$ cat src/rtl/usb_irq_glue_pkg.sv
package usb_irq_glue_pkg;
  localparam int unsigned ADDR_W   = 8;
  localparam int unsigned DATA_W   = 32;
  localparam int unsigned NUM_GRP  = 2;

  localparam logic [ADDR_W-1:0] OFS_REV  = 8'h00;
  localparam logic [ADDR_W-1:0] OFS_CTRL = 8'h04;
  localparam logic [ADDR_W-1:0] OFS_STAT = 8'h08;
  localparam logic [ADDR_W-1:0] OFS_EOI  = 8'h60;

  localparam logic [ADDR_W-1:0] EP_BASE   = 8'h20;
  localparam logic [ADDR_W-1:0] CORE_BASE = 8'h40;

  // offsets inside one event group
  localparam logic [ADDR_W-1:0] REL_SRC     = 8'h00;
  localparam logic [ADDR_W-1:0] REL_SRC_SET = 8'h04;
  localparam logic [ADDR_W-1:0] REL_SRC_CLR = 8'h08;
  localparam logic [ADDR_W-1:0] REL_MSK     = 8'h0C;
  localparam logic [ADDR_W-1:0] REL_MSK_SET = 8'h10;
  localparam logic [ADDR_W-1:0] REL_MSK_CLR = 8'h14;
  localparam logic [ADDR_W-1:0] REL_MASKED  = 8'h18;

  // implemented bits per group: endpoint bit 16 is absent, core uses 24:16
  localparam logic [DATA_W-1:0] EP_VALID   = 32'hFFFE_FFFF;
  localparam logic [DATA_W-1:0] CORE_VALID = 32'h01FF_0000;

  function automatic logic [ADDR_W-1:0] grp_base(input int g);
    return (g == 0) ? EP_BASE : CORE_BASE;
  endfunction

  function automatic logic [DATA_W-1:0] grp_valid(input int g);
    return (g == 0) ? EP_VALID : CORE_VALID;
  endfunction
endpackage

$ cat src/rtl/usb_irq_rst_sync.sv
module usb_irq_rst_sync (
  input  logic clk,
  input  logic rst_n,
  output logic rst_n_sync
);
  logic [1:0] stage_q;

  always_ff @(posedge clk or negedge rst_n) begin
    if (!rst_n) stage_q <= 2'b00;
    else        stage_q <= {stage_q[0], 1'b1};
  end

  assign rst_n_sync = stage_q[1];
endmodule

$ cat src/rtl/usb_irq_group.sv
module usb_irq_group #(
  parameter int unsigned W     = 32,
  parameter logic [W-1:0] VALID = '1
) (
  input  logic         clk,
  input  logic         rst_n,
  input  logic         srst_i,
  input  logic [W-1:0] evt_i,
  input  logic [W-1:0] src_set_i,
  input  logic [W-1:0] src_clr_i,
  input  logic [W-1:0] msk_set_i,
  input  logic [W-1:0] msk_clr_i,
  output logic [W-1:0] src_o,
  output logic [W-1:0] msk_o,
  output logic [W-1:0] masked_o
);
  logic [W-1:0] src_q, src_d;
  logic [W-1:0] msk_q, msk_d;
  logic         src_en, msk_en;

  assign src_en = srst_i | (|evt_i) | (|src_set_i) | (|src_clr_i);
  assign msk_en = srst_i | (|msk_set_i) | (|msk_clr_i);

  always_comb begin
    if (srst_i) begin
      src_d = '0;
      msk_d = '0;
    end else begin
      // hardware event is merged after the clear, so it wins
      src_d = (((src_q | src_set_i) & ~src_clr_i) | evt_i) & VALID;
      msk_d = ((msk_q | msk_set_i) & ~msk_clr_i) & VALID;
    end
  end

  always_ff @(posedge clk or negedge rst_n) begin
    if (!rst_n) begin
      src_q <= '0;
      msk_q <= '0;
    end else begin
      if (src_en) src_q <= src_d;
      if (msk_en) msk_q <= msk_d;
    end
  end

  assign src_o    = src_q;
  assign msk_o    = msk_q;
  assign masked_o = src_q & msk_q;

  assert_evt_wins_R4: assert property (@(posedge clk) disable iff (!rst_n)
    (!srst_i && |(evt_i & VALID)) |=>
      ((src_q & $past(evt_i & VALID)) == $past(evt_i & VALID)));

  assert_clr_takes_R4: assert property (@(posedge clk) disable iff (!rst_n)
    (!srst_i && |(src_clr_i & ~evt_i)) |=>
      ((src_q & $past(src_clr_i & ~evt_i)) == '0));

  assert_srst_clears_R8: assert property (@(posedge clk) disable iff (!rst_n)
    srst_i |=> (src_q == '0 && msk_q == '0));
endmodule

$ cat src/rtl/usb_irq_line.sv
module usb_irq_line (
  input  logic clk,
  input  logic rst_n,
  input  logic srst_i,
  input  logic eoi_i,
  input  logic pend_i,
  output logic irq_o
);
  logic armed_q, armed_d;
  logic irq_q, irq_d;

  always_comb begin
    armed_d = armed_q;
    irq_d   = 1'b0;
    if (srst_i || eoi_i) begin
      armed_d = 1'b1;
    end else if (armed_q && pend_i) begin
      armed_d = 1'b0;
      irq_d   = 1'b1;
    end
  end

  always_ff @(posedge clk or negedge rst_n) begin
    if (!rst_n) begin
      armed_q <= 1'b1;
      irq_q   <= 1'b0;
    end else begin
      armed_q <= armed_d;
      irq_q   <= irq_d;
    end
  end

  assign irq_o = irq_q;

  assert_single_pulse_R6: assert property (@(posedge clk) disable iff (!rst_n)
    irq_o |=> !irq_o);

  assert_quiet_disarmed_R7: assert property (@(posedge clk) disable iff (!rst_n)
    (!armed_q && !eoi_i && !srst_i) |=> !irq_o);

  assert_srst_arms_R8: assert property (@(posedge clk) disable iff (!rst_n)
    srst_i |=> (armed_q && !irq_o));
endmodule

$ cat src/rtl/usb_irq_glue.sv
module usb_irq_glue
  import usb_irq_glue_pkg::*;
#(
  parameter logic [31:0] REV_ID = 32'h0002_0100
) (
  input  logic        clk,
  input  logic        rst_n,
  input  logic [7:0]  bus_addr,
  input  logic        bus_wr,
  input  logic [31:0] bus_wdata,
  output logic [31:0] bus_rdata,
  input  logic [31:0] ep_evt,
  input  logic [31:0] core_evt,
  input  logic        vbus_drv,
  output logic        irq
);
  logic rst_s;
  logic ctrl_q, ctrl_d;
  logic vbus_q;
  logic eoi_wr;
  logic pend_any;

  logic [DATA_W-1:0] evt_w    [NUM_GRP];
  logic [DATA_W-1:0] src_w    [NUM_GRP];
  logic [DATA_W-1:0] msk_w    [NUM_GRP];
  logic [DATA_W-1:0] masked_w [NUM_GRP];
  logic [NUM_GRP-1:0] grp_pend;

  usb_irq_rst_sync u_rst (
    .clk        (clk),
    .rst_n      (rst_n),
    .rst_n_sync (rst_s)
  );

  assign evt_w[0] = ep_evt;
  assign evt_w[1] = core_evt;

  for (genvar g = 0; g < NUM_GRP; g++) begin : g_grp
    localparam logic [ADDR_W-1:0] BASE = grp_base(g);
    logic [DATA_W-1:0] s_set, s_clr, m_set, m_clr;

    assign s_set = (bus_wr && bus_addr == BASE + REL_SRC_SET) ? bus_wdata : '0;
    assign s_clr = (bus_wr && bus_addr == BASE + REL_SRC_CLR) ? bus_wdata : '0;
    assign m_set = (bus_wr && bus_addr == BASE + REL_MSK_SET) ? bus_wdata : '0;
    assign m_clr = (bus_wr && bus_addr == BASE + REL_MSK_CLR) ? bus_wdata : '0;

    usb_irq_group #(.W(DATA_W), .VALID(grp_valid(g))) u_group (
      .clk       (clk),
      .rst_n     (rst_s),
      .srst_i    (ctrl_q),
      .evt_i     (evt_w[g]),
      .src_set_i (s_set),
      .src_clr_i (s_clr),
      .msk_set_i (m_set),
      .msk_clr_i (m_clr),
      .src_o     (src_w[g]),
      .msk_o     (msk_w[g]),
      .masked_o  (masked_w[g])
    );

    assign grp_pend[g] = |masked_w[g];
  end

  assign pend_any = |grp_pend;
  assign eoi_wr   = bus_wr && (bus_addr == OFS_EOI);

  usb_irq_line u_line (
    .clk    (clk),
    .rst_n  (rst_s),
    .srst_i (ctrl_q),
    .eoi_i  (eoi_wr),
    .pend_i (pend_any),
    .irq_o  (irq)
  );

  // soft reset bit: lives exactly one cycle after the write
  assign ctrl_d = bus_wr && (bus_addr == OFS_CTRL) && bus_wdata[0];

  always_ff @(posedge clk or negedge rst_s) begin
    if (!rst_s) begin
      ctrl_q <= 1'b0;
      vbus_q <= 1'b0;
    end else begin
      ctrl_q <= ctrl_d;
      vbus_q <= vbus_drv;
    end
  end

  always_comb begin
    bus_rdata = '0;
    case (bus_addr)
      OFS_REV:  bus_rdata = REV_ID;
      OFS_CTRL: bus_rdata = {31'd0, ctrl_q};
      OFS_STAT: bus_rdata = {31'd0, vbus_q};
      default:  bus_rdata = '0;
    endcase
    for (int g = 0; g < NUM_GRP; g++) begin
      if (bus_addr == grp_base(g) + REL_SRC ||
          bus_addr == grp_base(g) + REL_SRC_SET ||
          bus_addr == grp_base(g) + REL_SRC_CLR)
        bus_rdata = src_w[g];
      if (bus_addr == grp_base(g) + REL_MSK ||
          bus_addr == grp_base(g) + REL_MSK_SET ||
          bus_addr == grp_base(g) + REL_MSK_CLR)
        bus_rdata = msk_w[g];
      if (bus_addr == grp_base(g) + REL_MASKED)
        bus_rdata = masked_w[g];
    end
  end

  assert_reserved_zero_R1: assert property (@(posedge clk) disable iff (!rst_s)
    (bus_addr == 8'h10 || bus_addr == 8'h5C) |-> (bus_rdata == '0));

  assert_ctrl_one_cycle_R8: assert property (@(posedge clk) disable iff (!rst_s)
    (ctrl_q && !(bus_wr && bus_addr == OFS_CTRL)) |=> !ctrl_q);
endmodule

$ cat config.mk
export PLATFORM = sky130hd
export DESIGN_NAME = usb_irq_glue
export DESIGN_NICKNAME = d
export VERILOG_FILES = /design/src/rtl/usb_irq_glue_pkg.sv /design/src/rtl/usb_irq_rst_sync.sv /design/src/rtl/usb_irq_group.sv /design/src/rtl/usb_irq_line.sv /design/src/rtl/usb_irq_glue.sv
export SDC_FILE = /design/constraint.sdc
export NUM_CORES = 1
export LEC_CHECK = 0
export ABC_AREA = 1
export CAP_MARGIN = 20
export CORE_MARGIN = 2
export CORE_UTILIZATION = 54
export DETAILED_ROUTE_END_ITERATION = 10
export PLACE_DENSITY = 0.87
export SLEW_MARGIN = 20
export SYNTH_ARGS = -nofsm -noshare
export SYNTH_HDL_FRONTEND = slang
export SYNTH_SLANG_ARGS = --single-unit
$ cat constraint.sdc
create_clock -name clk -period 7.1 [get_ports clk]
set_input_delay 1.42 -clock clk [delete_from_list [all_inputs] [get_ports clk]]
set_output_delay 1.42 -clock clk [all_outputs]
set_load 0.01 [all_outputs]
Word level (Yosys, flattened, before mapping):

Cells that the tools add are included.

* register bits after elaboration: 120
* output and inout port bits: 33
* logic and storage cells: 109

* eq/ne operators: 17
* multiplexer cells: 23
* bitwise operators: 26
* reductions and logical operators: 34

Operators by type and width (number)
* $mux 32: 16
* $reduce_or 32->1: 10
* $and 32x32->32: 3
* $or 32x32->32: 3
* $and 25x25->25: 3
* $or 25x25->25: 3
* $eq 8x7->1 const B: 8
* $not 32->32: 2
* $reduce_or 64->1: 1
* $eq 8x6->1 const B: 7
* $pmux 18 s3: 1
* $mux 25: 2
* $not 25->25: 2
* $logic_and 1x1->1: 12
* $or 1x1->1: 10
* $logic_or 1x1->1: 9
* $eq 8x3->1 const B: 1
* $eq 8x4->1 const B: 1
* $logic_not 8->1: 1
* $mux 1: 4
* $reduce_bool 2->1: 1

Depth between registers and ports, before layout:

Gate-level depths: netlist (run 1).

* depth after elaboration: 9
* gate-level depth with buffers: 10

By module:

A second synthesis (run 1) with hierarchy kept.

* cells, all modules: 1244
* area, all modules: 7524.7 µm²

Modules (own cells, without submodules)
* usb_irq_glue: times used 1, cells each 747, area each 3153.0 µm², seq. area each 50.0 µm²
* usb_irq_group (g_grp[0].u_group): times used 1, cells each 321, area each 2891.5 µm², seq. area each 1551.5 µm²
* usb_irq_group (g_grp[1].u_group): times used 1, cells each 162, area each 1341.3 µm², seq. area each 450.4 µm²
* usb_irq_line: times used 1, cells each 11, area each 85.1 µm², seq. area each 51.3 µm²
* usb_irq_rst_sync: times used 1, cells each 3, area each 53.8 µm², seq. area each 50.0 µm²

Worst setup path after synthesis (run 1):

No wires, ideal clock.

* kind: input -> output
* from: input port bus_addr[1]
* to: output port bus_rdata[13]
* arrival: 2.407 ns
* required time: 5.680 ns
* path slack: 3.273 ns
* stages on the path: 6
* path through: nor2_1 nand3_1 nor2_1 inv_1 clkbuf_1 o221ai_1

* word-level cells in the longest chain between the ends: 9

Ends and longest elaborated chain
* start, declared: line usb_irq_glue.sv:8 `input logic [7:0] bus_addr,`
* $eq 8x6->1 (on tied branches): line usb_irq_glue.sv:98, usb_irq_glue.sv:99
* $logic_or 1x1->1: line usb_irq_glue.sv:98 `if (bus_addr == grp_base(g) + REL_SRC ||`
* $logic_or 1x1->1: line usb_irq_glue.sv:99 `bus_addr == grp_base(g) + REL_SRC_SET ||`
* $mux 32: line usb_irq_glue.sv:98
* $mux 32: line usb_irq_glue.sv:102 `if (bus_addr == grp_base(g) + REL_MSK ||`
* $mux 32: line usb_irq_glue.sv:106 `if (bus_addr == grp_base(g) + REL_MASKED)`
* $mux 32: line usb_irq_glue.sv:98
* $mux 32: line usb_irq_glue.sv:102
* $mux 32 (*): line usb_irq_glue.sv:106
* end, declared: line usb_irq_glue.sv:11 `output logic [31:0] bus_rdata,`

Mark *: on every way between the ends. The rest lies on a longest branch, timed or not.

Final worst setup path (run 1):

* from: input port bus_addr[5]
* to: output port bus_rdata[24]

The elaborated chain is that of the path after synthesis.

==> results of run 1 <==
[cell usage in the layout, fill, tap and decap left out, drive strengths merged, types with 6 or more instances in the layout]
cell | netlist | routed
nand3 | 32 | 32
o221ai | 20 | 20
nand2 | 228 | 228
a21oi | 61 | 61
dfrtp | 85 | 85
o21ai | 71 | 71
nand3b | 7 | 7
o22ai | 16 | 16
a31oi | 8 | 8
clkbuf | 16 | 10
nor3 | 6 | 6
nor2 | 57 | 57
nand4 | 9 | 9
clkdlybuf4s50 | 0 | 116
inv | 163 | 167
o21bai | 9 | 9
[power groups by stage]
stage                     logic, mW  clock network [mW]  registers [mW]
final                         0.134               0.328           0.514
after detailed placement      0.133                   0           0.524
after floorplan              0.0551                   0           0.525
after CTS                     0.134               0.329           0.514
after global routing          0.150               0.353           0.517
after global placement        0.132                   0           0.524
[per-layer routing]
| metal | GRT usage (%) | up-vias | part of all wire (%) |
|---|---|---|---|
| met4 | 9.266 | 0 | 2.2 |
| met2 | 47.18 | 265 | 48 |
| li1 | - | 2775 | - |
| met1 | 38.95 | 2607 | 41 |
| met3 | 7.832 | 38 | 8.7 |
| met5 | 0 | - | 0 |
[worst paths after layout]
path	to	depth (start not counted)	slack, ns	startpoint
worst max-delay path	bus_rdata[24]	11	1.51	bus_addr[5]
worst min register to register	g_grp[0].u_group.src_o[13]$_DFFE_PN0P_	0	0.25	u_rst.stage_q[1]$_DFF_PN0_
worst max register to register	u_line.irq_o$_DFF_PN0_	6	5.09	ctrl_q$_DFF_PN0_
worst min-delay path	g_grp[0].u_group.src_o[13]$_DFFE_PN0P_	0	0.25	u_rst.stage_q[1]$_DFF_PN0_
max in group asynchronous	ctrl_q$_DFF_PN0_	1	5.72	u_rst.stage_q[1]$_DFF_PN0_
min in group clk	u_rst.stage_q[1]$_DFF_PN0_	0	0.36	u_rst.stage_q[0]$_DFF_PN0_
[area by class of cell]
type | instances | share of cell area [%]
clock buffers | 10 | 1.869
clock inverters | 6 | 0.7329
inverters | 164 | 9.033
multi-input cells | 529 | 36.77
flip-flops and latches | 86 | 31.60
well taps | 133 | 2.437
repair buffers | 121 | 17.55
[through the flow]
step                      std cells  cell area, um^2  utilization [%]  worst slack (ns)
after floorplan                 806             5411                -             3.273
after global placement         1033             6649            68.34             1.602
after detailed placement       1033             6649            68.34             1.589
after CTS                      1049             6827            70.16             1.572
after global routing           1049             6829            70.19             1.338
final                          1049             6829            70.19             1.507
[logic make-up (layout without fill, tap and decap cells)]
kind of cell,count (synthesis),after routing,synth area share [%]
AOI/OAI and AO/OA,188,188,19.88
buffers and inverters,191,301,13.94
DFF,86,86,39.79
other,1,1,0.06930
and+or+nand+nor,340,340,26.31
[flip-flops by register name (all words and copies together) (netlist names)]
name,flops
vbus_q,1
u_line.armed_q,1
u_line.irq_o,1
u_rst.stage_q,2
g_grp.u_group.msk_o,40
ctrl_q,1
g_grp.u_group.src_o,40
==> impl_metrics.env, run 1 <==
export IMPL_grt_pass1_wl_mm=25.76
export IMPL_ys_ff_latch=86
export IMPL_die_h_um=104.1
export IMPL_min_delay_path_class="reg2async"
export IMPL_cts_resized=0
export IMPL_finClkSkew_ns=0.01593
export IMPL_synth_common_cells="nand2_1 (225), inv_1 (160), dfrtp_1 (85)"
export IMPL_cp_end_kind="primary output"
export IMPL_p_leak_nw=3.378
export IMPL_switching_share_pct=28.26
export IMPL_core_region_area_um2=9729
export IMPL_crit_chain="clkdlybuf4s50_1 > nand2_2 > nor2_4 > nand2_1 > nand3_1 > buf_4 > nand2_1 > nand3_1 > nand2_1 > nand3_1 > clkdlybuf4s50_1"
export IMPL_setup_tns_final_ns=0
export IMPL_fin_crit_sh_pct=78.77
export IMPL_power_mw=0.9772
export IMPL_worstSetupPathType="in2out"
export IMPL_slew_viol_final=0
export IMPL_outcome="complete, no violations"
export IMPL_synth_area_leader_cell="dfrtp_1"
export IMPL_grt_pass1_vias=5421
export IMPL_cts_root_buffer="clkbuf_8"
export IMPL_synthArstFlopShare_pct=100.0
export IMPL_ant_nets=0
export IMPL_dpl_hpwl_mm=10.38
export IMPL_worst_ep_required_time_ns=5.68
export IMPL_worstPathMaxFanout=22
export IMPL_p_int_mw=0.7010
export IMPL_cts_setup_buffers=0
export IMPL_wirelength_mm=15.59
export IMPL_rsz0062_at_grt="false"
export IMPL_synthCells=806
export IMPL_power_density_nw_per_um2=143.1
export IMPL_dieArea_um2=10840
export IMPL_layout_nets=1019
export IMPL_grt_overflow_total=0
export IMPL_grt_max_degree=58
export IMPL_remaining_drc_errors=0
export IMPL_syn_area_um2=5411
export IMPL_drt_pass1_iterations=7
export IMPL_initialDrtViolationCount=386
export IMPL_clk_path_buf_depth=2
export IMPL_cpMaxStageDelayCell="clkdlybuf4s50_1"
export IMPL_fill_cells=830
export IMPL_synthFlopType="dfrtp_1"
export IMPL_ctsHtreeMaxLevel=3
export IMPL_whs_ns=0.2478
export IMPL_rows=36
export IMPL_diodes=0
export IMPL_wl_per_cell_um=14.86
export IMPL_finalSetupViolations=0
export IMPL_synth_nets=914
export IMPL_io_pins=141
export IMPL_antenna_found_initial=0
export IMPL_drv_cap=0
export IMPL_crit_arrival_ns=4.17
export IMPL_synth_distinct_cells=31
export IMPL_clock_latency_ns=0.37
export IMPL_path_buf_inv=3
export IMPL_netlist_area_leader_share_pct=39.31
export IMPL_ys_seq_area_share_pct=39.79
export IMPL_drive_gt1_share_pct=4.258
export IMPL_cts_made_buffers=9
export IMPL_hold_viol=0
export IMPL_start_util_pct=55.62
export IMPL_clock_power_share_pct=33.6
export IMPL_seq_area_um2=2158
export IMPL_synth_area_leaders="dfrtp_1 (39%), nand2_1 (16%), inv_1 (11%), a21oi_1 (5.6%), o21ai_0 (5.6%)"
export IMPL_ir_worst_vdd_v=0.00008839
export IMPL_die_x_um=104.1
export IMPL_routed_via_density=5.419
export IMPL_postCtsHoldBufs=0
export IMPL_cts_clk_slew_worst_paths_ns=0.10
export IMPL_port_buffers=116
export IMPL_syn_to_final_growth_pct=26.20
export IMPL_p_seq_share_pct=52.6
export IMPL_p_comb_share_pct=13.8
export IMPL_num_vias=5685
export IMPL_clock_sink_count=86
export IMPL_startpoint_type="input port"
export IMPL_gp_congestion=0.9134
export IMPL_cts_tree="built"
export IMPL_power_switching_mw=0.2762
export IMPL_critPathMaxStageDelay_ns=0.63
export IMPL_fin_crit_ns=5.593
export IMPL_multi_input_area_um2=2511
export IMPL_groute_usage_overall_pct=29.40
export IMPL_synth_edff_count=0
export IMPL_crit_family="buffers and inverters"
export IMPL_relSlewSlack_pct=40.53
export IMPL_worst_pin_slew_ns=0.8900
export IMPL_fmax_mhz=178.8
export IMPL_ys_warn_count=0
export IMPL_syn_mean_instance_area_um2=6.714
export IMPL_yosysMostFrequentCell="nand2_1"
(Power assumes the default switching activity.)
==> run 2, diff against run 1 <==
- CORE_UTILIZATION: 54 -> 50
- PLACE_DENSITY: 0.87 -> 0.82
- clock period: 7.1 -> 5.84 ns (I/O delays scaled with it)
==> run 2 against run 1 <==
Effect of this change: sequential power is 22% higher; hold slack better by 0.044 ns; first-iteration DRC count is 16% higher; combinational power is 22% higher; total power is 30% higher; register-to-register slack worse by 1.3 ns; largest cell class unchanged; non-clock buffer count is 2 higher; die area is 7.7% higher.
==> impl_metrics.env, run 2 (synthesis gave the netlist of run 1 again) <==
export IMPL_final_util_pct=66.14
export IMPL_dp_slack_ns=0.8850
export IMPL_remaining_drc_errors=0
export IMPL_clk_path_buf_depth=2
export IMPL_p_seq_share_pct=49.2
export IMPL_critPathMaxStageDelay_ns=0.62
export IMPL_p_leak_nw=3.412
export IMPL_layout_common_cells="nand2_1 (225), inv_1 (160), clkdlybuf4s50_1 (116)"
export IMPL_startpoint="bus_addr[5]"
export IMPL_core_region_area_um2=10420
export IMPL_hold_viol=0
export IMPL_cpMaxStageDelayCell="clkdlybuf4s50_1"
export IMPL_die_h_um=108.0
export IMPL_grt_overflow_total=0
export IMPL_power_switching_mw=0.3184
export IMPL_relSlewSlack_pct=42.19
export IMPL_cts_tree="built"
export IMPL_groute_usage_overall_pct=27.86
export IMPL_worstPathMaxFanout=25
export IMPL_start_util_pct=51.95
export IMPL_cts_clk_slew_worst_paths_ns=0.08
export IMPL_cts_root_buffer="clkbuf_8"
export IMPL_worstSetupPathType="in2out"
export IMPL_slew_viol_final=0
export IMPL_setup_tns_final_ns=0
export IMPL_p_int_mw=0.9565
export IMPL_ant_nets=0
export IMPL_drive_gt1_share_pct=4.248
export IMPL_ctsHtreeMaxLevel=3
export IMPL_dieArea_um2=11670
export IMPL_fmax_mhz=200.4
export IMPL_startpoint_type="input port"
export IMPL_crit_family="buffers and inverters"
export IMPL_gp_congestion=0.9034
export IMPL_finClkSkew_ns=0.006930
export IMPL_crit_chain="clkdlybuf4s50_1 > nand2_2 > nor2_4 > nand2_1 > nand3_1 > buf_4 > nand2_1 > nand3_1 > nand2_1 > nand3_1 > clkdlybuf4s50_1"
export IMPL_drt_pass1_iterations=5
export IMPL_clock_sink_count=86
export IMPL_timing_rr_end="u_line.irq_o$_DFF_PN0_"
export IMPL_fin_crit_ns=4.991
export IMPL_fin_crit_sh_pct=85.46
export IMPL_worst_pin_slew_ns=0.8662
export IMPL_layout_commonest_cell="nand2_1"
export IMPL_diodes=0
export IMPL_antenna_found_initial=0
export IMPL_layout_nets=1021
export IMPL_syn_to_final_growth_pct=27.31
export IMPL_outcome="complete, no violations"
export IMPL_cts_made_buffers=9
export IMPL_io_pins=141
export IMPL_wirelength_mm=15.73
export IMPL_rsz0062_at_grt="false"
export IMPL_r2r_slack_ns=3.83
export IMPL_grt_pass1_vias=5265
export IMPL_crit_path_end="bus_rdata[24]"
export IMPL_reg2reg_depth=6
export IMPL_rows=37
export IMPL_min_delay_path_class="reg2async"
export IMPL_crit_arrival_ns=3.82
export IMPL_crit_cells=11
export IMPL_clock_latency_ns=0.36
export IMPL_grt_pass1_wl_mm=25.58
export IMPL_dpl_hpwl_mm=10.52
export IMPL_worst_ep_required_time_ns=4.67
export IMPL_clock_power_share_pct=38.0
export IMPL_ir_worst_vdd_v=0.0001311
export IMPL_grt_max_degree=57
export IMPL_power_density_nw_per_um2=185.1
export IMPL_path_buf_inv=3
export IMPL_cts_setup_buffers=0
export IMPL_p_comb_share_pct=12.8
export IMPL_r2r_start="ctrl_q$_DFF_PN0_"
export IMPL_finalSetupViolations=0
export IMPL_drv_cap=0
export IMPL_switching_share_pct=24.97
export IMPL_num_vias=5582
export IMPL_cts_resized=0
export IMPL_setup_slack_ns=0.8492
export IMPL_wl_per_cell_um=14.93
export IMPL_die_x_um=108.0
export IMPL_routed_via_density=5.296
export IMPL_initialDrtViolationCount=446
export IMPL_cp_end_kind="primary output"
export IMPL_port_buffers=116
export IMPL_postCtsHoldBufs=0
==> run 2: worst min path at each step <==
stage / endpoint / cells after the start / slack, ns / from
floorplan: u_rst.stage_q[1]$_DFF_PN0_ / 0 / 0.33 / u_rst.stage_q[0]$_DFF_PN0_
global placement: g_grp[0].u_group.msk_o[30]$_DFFE_PN0P_ / 0 / 0.31 / u_rst.stage_q[1]$_DFF_PN0_
detailed placement: g_grp[0].u_group.msk_o[28]$_DFFE_PN0P_ / 0 / 0.31 / u_rst.stage_q[1]$_DFF_PN0_
CTS: g_grp[0].u_group.msk_o[28]$_DFFE_PN0P_ / 0 / 0.32 / u_rst.stage_q[1]$_DFF_PN0_
global route: g_grp[0].u_group.msk_o[28]$_DFFE_PN0P_ / 0 / 0.36 / u_rst.stage_q[1]$_DFF_PN0_
finish: g_grp[0].u_group.msk_o[30]$_DFFE_PN0P_ / 0 / 0.29 / u_rst.stage_q[1]$_DFF_PN0_
==> run 2: worst reg2reg max path, cell delays in order (launching register included) <==
cell and delay [ns]:
dfrtp_2 0.36, buf_4 0.51, inv_1 0.63, nand2_1 0.24, nor2_1 0.06, nand2_1 0.06
inv_1 0.05
==> run 2: power groups by stage <==
stage                     sequential [mW]  combinational (mW)  clock (mW)
after CTS                           0.627               0.162       0.487
after floorplan                     0.639              0.0670           0
after global placement              0.638               0.159           0
after detailed placement            0.639               0.161           0
final                               0.627               0.163       0.485
after global routing                0.630               0.182       0.511
==> run 2: cell type report <==
| cell class | instances | area, um^2 |
|---|---|---|
| Fill cell | 960 | 3527 |
| Multi-Input combinational cell | 529 | 2504 |
| Sequential cell | 86 | 2158 |
| Timing Repair Buffer | 123 | 1214 |
| Inverter | 164 | 616.8 |
| Tap cell | 136 | 170.2 |
| Clock buffer | 13 | 158.9 |
| Clock inverter | 3 | 67.56 |
==> run 2: stage by stage <==
step / cells / area [um^2] / power [mW] / hold slack [ns]
2_1_floorplan: 806 / 5411 / 0.7056 / 0.3312
3_3_place_gp: 1038 / 6663 / 0.7974 / 0.3118
3_5_place_dp: 1038 / 6663 / 0.8000 / 0.3131
4_1_cts: 1054 / 6889 / 1.276 / 0.3224
5_1_grt: 1054 / 6889 / 1.322 / 0.3595
6_report: 1054 / 6889 / 1.275 / 0.2920
==> run 2: routing by layer <==
layer / GRT usage, % / part of all wire [%] / routed length (um)
met3: 3.315 / 8.8 / 1377
met4: 8.791 / 1.5 / 242
met1: 38.97 / 43 / 6762
met5: 0 / 0 / 0
met2: 45.33 / 47 / 7351
